`config.mk`:
```
export PLATFORM = sky130hd
export DESIGN_NAME = usb_fifo_bridge
export DESIGN_NICKNAME = d
export VERILOG_FILES = /design/src/rtl/usb_bridge_pkg.sv /design/src/rtl/flag_sync.sv /design/src/rtl/strobe_seq.sv /design/src/rtl/usb_fifo_bridge.sv
export SDC_FILE = /design/constraint.sdc
export NUM_CORES = 1
export LEC_CHECK = 0
export ABC_AREA = 1
export ABC_CLOCK_PERIOD_IN_PS = 1800
export BUFFER_PORTS_ARGS = -buffer_cell sky130_fd_sc_hd__buf_2
export CAP_MARGIN = 25
export CORE_AREA = 4 4 53 65
export DETAILED_ROUTE_END_ITERATION = 10
export DIE_AREA = 0 0 57 69
export GPL_TIMING_DRIVEN = 0
export PLACE_DENSITY = 0.74
export SYNTH_ARGS = -nofsm -noshare
export SYNTH_HDL_FRONTEND = slang
export SYNTH_HIERARCHICAL = 1
export SYNTH_SLANG_ARGS = --single-unit
```
`constraint.sdc`:
```
create_clock -name clk -period 1.8 [get_ports clk]
set_input_delay 0.36 -clock clk [delete_from_list [all_inputs] [get_ports clk]]
set_output_delay 0.36 -clock clk [all_outputs]
set_load 0.01 [all_outputs]
```
`src/rtl/usb_bridge_pkg.sv`:
```
package usb_bridge_pkg;

   typedef enum logic [2:0] {
      ST_IDLE,
      ST_WSETUP,
      ST_WSTRB,
      ST_WHOLD,
      ST_RSTRB,
      ST_GAP
   } seq_state_t;

   function automatic int max4(input int a, input int b, input int c, input int d);
      int m;
      m = a;
      if (b > m) m = b;
      if (c > m) m = c;
      if (d > m) m = d;
      return m;
   endfunction

endpackage

```
`src/rtl/flag_sync.sv`:
```
module flag_sync #(
   parameter int              WIDTH   = 2,
   parameter int              STAGES  = 2,
   parameter logic [WIDTH-1:0] RST_VAL = '1
) (
   input  logic             clk,
   input  logic             rst_n,
   input  logic [WIDTH-1:0] d,
   output logic [WIDTH-1:0] q
);

   logic [STAGES-1:0][WIDTH-1:0] stg;

   generate
      if (STAGES < 2) begin : g_bad_stages
         $error("flag_sync needs at least two stages");
      end
   endgenerate

   always_ff @(posedge clk or negedge rst_n) begin
      if (!rst_n) stg <= {STAGES{RST_VAL}};
      else        stg <= {stg[STAGES-2:0], d};
   end

   assign q = stg[STAGES-1];

endmodule

```
`src/rtl/strobe_seq.sv`:
```
module strobe_seq
   import usb_bridge_pkg::*;
#(
   parameter int DATA_W     = 8,
   parameter int SETUP_CYC  = 1,
   parameter int STROBE_CYC = 3,
   parameter int HOLD_CYC   = 1,
   parameter int GAP_CYC    = 2
) (
   input  logic              clk,
   input  logic              rst_n,
   input  logic              req_wr,
   input  logic              req_rd,
   input  logic              tx_room,
   input  logic              rx_avail,
   input  logic [DATA_W-1:0] wr_byte,
   input  logic [DATA_W-1:0] pad_din,
   output logic              busy,
   output logic              rd_valid,
   output logic [DATA_W-1:0] rd_byte,
   output logic [DATA_W-1:0] pad_dout,
   output logic              pad_oe,
   output logic              rd_strobe_n,
   output logic              wr_strobe_n
);

   localparam int MAXLEN = max4(SETUP_CYC, STROBE_CYC, HOLD_CYC, GAP_CYC);
   localparam int CNT_W  = $clog2(MAXLEN + 1);
   localparam logic [CNT_W-1:0] LD_SETUP  = CNT_W'(SETUP_CYC - 1);
   localparam logic [CNT_W-1:0] LD_STROBE = CNT_W'(STROBE_CYC - 1);
   localparam logic [CNT_W-1:0] LD_HOLD   = CNT_W'(HOLD_CYC - 1);
   localparam logic [CNT_W-1:0] LD_GAP    = CNT_W'(GAP_CYC - 1);

   seq_state_t       state, nxt;
   logic [CNT_W-1:0] cnt, nxt_cnt;
   logic             take_wr, take_rd, capture, last_rd;
   logic             cnt_done;

   assign cnt_done = (cnt == '0);

   always_comb begin
      nxt     = state;
      nxt_cnt = cnt_done ? cnt : cnt - 1'b1;
      take_wr = 1'b0;
      take_rd = 1'b0;
      capture = 1'b0;
      unique case (state)
         ST_IDLE: begin
            nxt_cnt = '0;
            if (req_wr && tx_room) begin
               nxt = ST_WSETUP; nxt_cnt = LD_SETUP; take_wr = 1'b1;
            end else if (req_rd && rx_avail) begin
               nxt = ST_RSTRB;  nxt_cnt = LD_STROBE; take_rd = 1'b1;
            end
         end
         ST_WSETUP: if (cnt_done) begin nxt = ST_WSTRB; nxt_cnt = LD_STROBE; end
         ST_WSTRB:  if (cnt_done) begin nxt = ST_WHOLD; nxt_cnt = LD_HOLD;   end
         ST_WHOLD:  if (cnt_done) begin nxt = ST_GAP;   nxt_cnt = LD_GAP;    end
         ST_RSTRB:  if (cnt_done) begin
                       nxt = ST_GAP; nxt_cnt = LD_GAP; capture = 1'b1;
                    end
         ST_GAP:    if (cnt_done) begin nxt = ST_IDLE;  nxt_cnt = '0;        end
         default:   begin nxt = ST_IDLE; nxt_cnt = '0; end
      endcase
   end

   always_ff @(posedge clk or negedge rst_n) begin
      if (!rst_n) begin
         state       <= ST_IDLE;
         cnt         <= '0;
         last_rd     <= 1'b0;
         busy        <= 1'b0;
         rd_valid    <= 1'b0;
         rd_byte     <= '0;
         pad_dout    <= '0;
         pad_oe      <= 1'b0;
         rd_strobe_n <= 1'b1;
         wr_strobe_n <= 1'b1;
      end else begin
         state       <= nxt;
         cnt         <= nxt_cnt;
         busy        <= (nxt != ST_IDLE);
         rd_strobe_n <= (nxt != ST_RSTRB);
         wr_strobe_n <= (nxt != ST_WSTRB);
         pad_oe      <= (nxt == ST_WSETUP) || (nxt == ST_WSTRB) || (nxt == ST_WHOLD);
         rd_valid    <= (state == ST_GAP) && (nxt == ST_IDLE) && last_rd;
         if (take_wr) begin
            pad_dout <= wr_byte;
            last_rd  <= 1'b0;
         end
         if (take_rd) last_rd <= 1'b1;
         if (capture) rd_byte <= pad_din;
      end
   end

endmodule

```
`src/rtl/usb_fifo_bridge.sv`:
```
module usb_fifo_bridge #(
   parameter int DATA_W      = 8,
   parameter int SYNC_STAGES = 2,
   parameter int SETUP_CYC   = 1,
   parameter int STROBE_CYC  = 3,
   parameter int HOLD_CYC    = 1,
   parameter int GAP_CYC     = 2
) (
   input  logic              clk,
   input  logic              rst_n,
   input  logic              req_wr,
   input  logic              req_rd,
   input  logic [DATA_W-1:0] wr_byte,
   output logic [DATA_W-1:0] rd_byte,
   output logic              rd_valid,
   output logic              busy,
   output logic              tx_room,
   output logic              rx_avail,
   input  logic              chip_rx_n,
   input  logic              chip_tx_n,
   output logic              rd_strobe_n,
   output logic              wr_strobe_n,
   output logic [DATA_W-1:0] pad_dout,
   output logic              pad_oe,
   input  logic [DATA_W-1:0] pad_din
);

   generate
      if (DATA_W < 1 || SETUP_CYC < 1 || STROBE_CYC < 1 || HOLD_CYC < 1) begin : g_bad_timing
         $error("usb_fifo_bridge: widths and phase lengths must be at least 1");
      end
      if (GAP_CYC < 2) begin : g_bad_gap
         $error("usb_fifo_bridge: recovery gap must be at least 2 cycles");
      end
   endgenerate

   logic [1:0] flags_n_sync;

   flag_sync #(
      .WIDTH  (2),
      .STAGES (SYNC_STAGES),
      .RST_VAL(2'b11)
   ) u_flag_sync (
      .clk  (clk),
      .rst_n(rst_n),
      .d    ({chip_tx_n, chip_rx_n}),
      .q    (flags_n_sync)
   );

   assign tx_room  = ~flags_n_sync[1];
   assign rx_avail = ~flags_n_sync[0];

   strobe_seq #(
      .DATA_W    (DATA_W),
      .SETUP_CYC (SETUP_CYC),
      .STROBE_CYC(STROBE_CYC),
      .HOLD_CYC  (HOLD_CYC),
      .GAP_CYC   (GAP_CYC)
   ) u_seq (
      .clk        (clk),
      .rst_n      (rst_n),
      .req_wr     (req_wr),
      .req_rd     (req_rd),
      .tx_room    (tx_room),
      .rx_avail   (rx_avail),
      .wr_byte    (wr_byte),
      .pad_din    (pad_din),
      .busy       (busy),
      .rd_valid   (rd_valid),
      .rd_byte    (rd_byte),
      .pad_dout   (pad_dout),
      .pad_oe     (pad_oe),
      .rd_strobe_n(rd_strobe_n),
      .wr_strobe_n(wr_strobe_n)
   );

endmodule

```
==> flow_metrics.py, run 1 <==
metrics = {
    "status": {
        "outcome": "finished, final reports clean",
    },
    "routing": {
        "via_per_inst": 4.78,
        "met1_length_um": 972,
        "drt-initial-drc-count": 33,
        "highest_layer": "met4",
        "routed_wl_um": 2680,
        "first_pass_iters": 4,
        "route.met3.wl_um": 154,
        "avgRoutedWirePerCell_um": 12.3,
        "dr_wl_met2_um": 1540,
        "vias": 1047,
        "antenna_left": 0,
        "drc_errors": 0,
    },
    "timing": {
        "rsz0062_at_grt": "no",
        "tns_ns": 0,
        "drv_slew": 0,
        "layout_min_cycle_time_ns": 1.61,
        "fmax_mhz": 621,
        "tightest_slew_ns": 0.655,
        "fin_crit_sh_pct": 89.4,
        "setup_viol": 0,
        "slew_headroom_pct": 56.3,
        "hold_violations": 0,
        "skew_ns": 0.0103,
    },
    "clock_tree": {
        "cts.root.buffer_cell": "clkbuf_4",
        "cts_sinks": 31,
        "cts_inserted_buffers": 5,
        "post_cts_resized": 0,
        "cts_tree": "done",
        "clkSlewWorstSetupHoldPaths_ns": 0.10,
        "clk_latency_ns": 0.32,
        "clockBufferDepth": 2,
        "cts_setup_buffers": 0,
        "cts_max_level": 2,
        "ctsHoldBuffers": 0,
    },
    "power_and_ir_drop": {
        "p_leak_uw": 0.000912,
        "p_per_area_nw_per_um2": 1700,
        "ir_worst_vdd_v": 0.000888,
    },
    "place": {
        "numPortBuffers": 44,
        "placed_area_um2": 1570,
        "place_hpwl_um": 2000,
        "gp_congestion": 0.785,
    },
    "setup_path": {
        "cp.arrival_ns": 1.81,
        "cp-start-kind": "register",
        "end_kind": "register",
        "cp.required_ns": 2.00,
        "crit_type": "reg -> reg",
        "cp_max_fo": 5,
        "timing.rr.start": "u_seq/cnt[0]",
        "crit_path_start": "u_seq/cnt[0]",
        "ff2ff_path_depth": 10,
    },
    "synthesis": {
        "syn_avg_cell_area_um2": 9.83,
        "yosysSeqAreaShare_pct": 59.9,
        "synth-seq-cells": 31,
        "yosys.area.top_type_share_pct": 47.8,
        "synth_warnings": 6,
        "syn_area_um2": 1310,
        "synth_cells": 133,
        "yosys-top-cells-area": "dfrtp_1 (48%), nand2_1 (14%), dfstp_2 (12%)",
        "syn_nets": 158,
        "synth.distinct_cells": 19,
        "synth_largest_area_cell": "dfrtp_1",
    },
    "cells_and_area": {
        "diodes": 0,
        "regArea_um2": 783,
        "nets": 209,
        "final_layout_size_suffix_gt1_share_pct": 41.1,
        "area_growth_pct": 25.8,
        "layout_commonest_cell": "nand2_1",
        "nFillCells": 257,
        "design_area_um2": 1650,
        "final_cell_mix": "nand2_1 (49), buf_2 (45), dfrtp_1 (25)",
        "multi_input_area_um2": 433,
    },
    "job": {
        "cap_viol_max_count": 0,
    },
    "global_route": {
        "grt_pass1_vias": 1037,
        "grt_pass1_wl_um": 4530,
        "overflow": 0,
        "antenna_found_initial": 0,
        "grt_usage_pct": 14.9,
        "grt_max_degree": 32,
    },
    "floorplan": {
        "start_util_pct": 46.9,
        "coreArea_um2": 2790,
        "pin_count": 45,
        "num_rows": 21,
        "die_area_um2": 3930,
        "die_x_um": 57,
        "chipHeight_um": 69,
    },
    "hold_path": {
        "hp-class": "in -> async",
    },
}
[cell families (layout without fill, tap and decap cells)]
kind of cell	Yosys count	after routing	synth area share, %
AO/OA/AOI/OAI	5	5	2.01
buffers and inverters	19	71	6.99
flip-flops	31	31	59.9
multiplexers	8	8	6.89
adder cells (fa/ha/maj)	3	3	2.87
AND/OR/NAND/NOR	67	67	21.3
[worst max-delay path: stages, from the launching register on]
cell and delay [ns]:
dfrtp_1 0.40, inv_1 0.10, ha_1 0.28, inv_2 0.09, nor2_1 0.09, nand2_1 0.06
nand2_1 0.06, nand2_1 0.06, nand2_2 0.10, nand2_1 0.07, or2_1 0.20
[metal layers]
layer | vias to the layer above | GRT usage, %
li1 | 508 | -
met1 | 504 | 15.9
met2 | 33 | 26.0
met3 | 2 | 5.22
met4 | 0 | 6.19
met5 | - | 0
[registers in the layout, indices dropped and copies added, names as in the netlist, 2 cells and up]
name / count
u_seq/rd_byte: 8
u_flag_sync/q: 2
u_seq/cnt: 2
u_flag_sync/stg: 2
u_seq/state: 3
u_seq/pad_dout: 8
[final timing paths]
kind | slack [ns] | endpoint
setup / recovery | 0.19 | u_seq/busy
hold / removal | 0.06 | u_seq/pad_dout[2]
setup reg to reg | 0.19 | u_seq/busy
hold reg to reg | 0.36 | u_flag_sync/q[1]
max in group asynchronous | 1.31 | u_seq/state[1]
min in group clk | 0.14 | u_flag_sync/stg[1]
[area by class of cell]
class | count | share of cell area (%)
buffer | 5 | 2.36
clock buffer | 7 | 2.74
clock inverter | 1 | 1.83
inverter | 14 | 3.19
multi-input combinational | 83 | 26.3
sequential | 31 | 47.6
tap | 34 | 2.59
timing repair buffer | 44 | 13.4
[synthesized netlist by cell type]
library cell / n
buf_6: 1
inv_2: 3
nand3_1: 4
nor2_1: 7
a21oi_1: 2
ha_1: 3
buf_2: 1
nand2_2: 2
a31oi_1: 1
dfrtp_1: 25
nor3_1: 2
inv_1: 11
o21ai_0: 2
buf_4: 3
or2_1: 1
mux2_2: 8
nand2_1: 49
nand3_2: 2
dfstp_2: 6
[report_power, final]
| part | switching [uW] | total, uW | internal (uW) |
|---|---|---|---|
| clock | 220 | 514 | 295 |
| sequential | 141 | 1130 | 991 |
| combinational | 679 | 1160 | 478 |
[through the flow]
stage | setup WS (ns) | util [%] | hold slack (ns) | total power, uW | std cells
after detailed placement | 0.212 | 56.4 | 0.347 | 2300 | 211
after floorplan | 0.392 | - | 0.0644 | 1890 | 133
final | 0.191 | 59.1 | 0.0606 | 2800 | 219
after global routing | 0.0318 | 59.1 | 0.0991 | 3030 | 219
after CTS | 0.190 | 59.1 | 0.0704 | 2830 | 219
after global placement | 0.287 | 56.4 | 0.345 | 2240 | 211
(Power assumes the default switching activity.)
==> run 2: changes to the inputs <==
CORE_AREA = 4 4 58 60   (was 4 4 53 65)
DIE_AREA = 0 0 62 64   (was 0 0 57 69)
==> run 2 against run 1 <==
Net effect: power is 5.4% lower; clock skew hardly changed; core utilization is 3.8 points lower; critical path depth stayed put; largest cell class unchanged; cell area is 1.6% lower; flip-flop and latch count stayed put; clock power is 26% lower.
==> flow_metrics.py, run 2 (synthesis results as in run 1) <==
metrics = {
    "setup_path": {
        "crit_type": "reg -> reg",
        "end_kind": "register",
        "cp.required_ns": 2.02,
        "cp-start-kind": "register",
        "r2r_slack_ns": 0.17,
        "cp_max_fo": 5,
        "cp.arrival_ns": 1.84,
    },
    "timing": {
        "slew_headroom_pct": 55.5,
        "setup_viol": 0,
        "fin_crit_sh_pct": 90.3,
        "drv_slew": 0,
        "fmax_mhz": 615,
        "layout_min_cycle_time_ns": 1.63,
        "skew_ns": 0.0106,
        "rsz0062_at_grt": "no",
        "tns_ns": 0,
        "hold_violations": 0,
        "tightest_slew_ns": 0.668,
    },
    "routing": {
        "first_pass_iters": 4,
        "avgRoutedWirePerCell_um": 11.4,
        "antenna_left": 0,
        "vias": 1017,
        "via_per_inst": 4.67,
        "drc_errors": 0,
        "drt-initial-drc-count": 13,
        "routed_wl_um": 2500,
    },
    "floorplan": {
        "die_x_um": 62,
        "start_util_pct": 44.7,
        "coreArea_um2": 2930,
        "die_area_um2": 3970,
        "chipHeight_um": 64,
        "pin_count": 45,
        "num_rows": 20,
    },
    "global_route": {
        "grt_usage_pct": 14.9,
        "antenna_found_initial": 0,
        "grt_pass1_wl_um": 4370,
        "grt_pass1_vias": 1006,
        "grt_max_degree": 32,
        "overflow": 0,
    },
    "cells_and_area": {
        "nets": 209,
        "multi_input_area_um2": 433,
        "layout_commonest_cell": "nand2_1",
        "final_cell_mix": "nand2_1 (49), buf_2 (45), dfrtp_1 (25)",
        "final_layout_size_suffix_gt1_share_pct": 41.1,
        "regArea_um2": 783,
        "diodes": 0,
        "reg_top3": "u_seq/pad_dout: 8 flops, u_seq/rd_byte: 8 flops, u_seq/state: 3 flops",
        "nFillCells": 259,
        "postLayoutCoreUtil_pct": 55.3,
        "design_area_um2": 1620,
        "area_growth_pct": 23.8,
    },
    "clock_tree": {
        "clk_latency_ns": 0.32,
        "cts_setup_buffers": 0,
        "cts_inserted_buffers": 5,
        "cts_max_level": 2,
        "post_cts_resized": 0,
        "cts_sinks": 31,
        "clkSlewWorstSetupHoldPaths_ns": 0.10,
        "cts.root.buffer_cell": "clkbuf_4",
        "cts_tree": "done",
        "ctsHoldBuffers": 0,
        "clockBufferDepth": 2,
    },
    "power_and_ir_drop": {
        "p_leak_uw": 0.000902,
        "internal_power_uw": 1620,
        "pwr-share-clk_pct": 14.3,
        "switchingPower_uw": 1030,
        "ir_worst_vdd_v": 0.000959,
        "switching_share_pct": 38.9,
        "p_per_area_nw_per_um2": 1640,
        "seqPwrFrac_pct": 42.7,
        "combPwrFrac_pct": 43.0,
    },
    "place": {
        "placed_area_um2": 1570,
        "gp_congestion": 0.786,
        "numPortBuffers": 44,
        "place_hpwl_um": 1850,
    },
    "job": {
        "cap_viol_max_count": 0,
    },
    "hold_path": {
        "hp-class": "in -> async",
    },
    "status": {
        "outcome": "finished, final reports clean",
    },
}
run 2: cell types whose count changed in the layout (fill, tap and decap cells not counted):
cell and change:
bufinv_16 -1, clkinv_2 +1
run 2: cell type report:
class	count	share of cell area (%)
plain buffers	5	2.40
flip-flops and latches	31	48.4
clock inverters	1	0.309
well taps	33	2.55
clock buffers	7	2.78
repair buffers	44	13.6
multi-input cells	83	26.7
inverters	14	3.25
run 2: final timing paths:
check | end | startpoint | cells after the start
worst max register to register | u_seq/busy | u_seq/cnt[0] | 10
min in group clk | u_flag_sync/stg[1] | chip_tx_n | 1
worst max-delay path | u_seq/busy | u_seq/cnt[0] | 10
max in group asynchronous | u_seq/pad_dout[4] | rst_n | 1
worst min register to register | u_flag_sync/q[0] | u_flag_sync/stg[0] | 0
worst min-delay path | u_seq/cnt[0] | rst_n | 1
run 2: per-stage QoR:
stage	setup WS, ns	power (uW)	instances	hold slack, ns
detailed placement	0.188	2290	210	0.348
finish	0.175	2650	218	0.0576
floorplan	0.392	1890	133	0.0644
global placement	0.274	2240	210	0.345
global route	0.0286	2900	218	0.0946
CTS	0.177	2690	218	0.0646
run 2: worst max-delay path, stage by stage, from the launching register on:
cell and delay (ns):
dfrtp_1 0.40, inv_1 0.10, ha_1 0.27, inv_2 0.09
nor2_1 0.10, nand2_1 0.06, nand2_1 0.05, nand2_1 0.05
nand2_2 0.11, nand2_1 0.08, or2_1 0.20
run 2: power by group through the flow:
stage                     Combinational, uW  Clock (uW)  Sequential [uW]
after CTS                              1150         406             1130
final                                  1140         380             1130
after global placement                 1100           0             1130
after floorplan                         652           0             1240
after global routing                   1290         437             1170
after detailed placement               1150           0             1140
run 2: routing by layer:
| metal | vias to the layer above | global-route usage, % | routed length (um) |
|---|---|---|---|
| met5 | - | 0 | 0 |
| met3 | 0 | 6.06 | 196 |
| li1 | 508 | - | - |
| met4 | 0 | 4.77 | 0 |
| met2 | 43 | 22.5 | 1280 |
| met1 | 466 | 19.2 | 1020 |
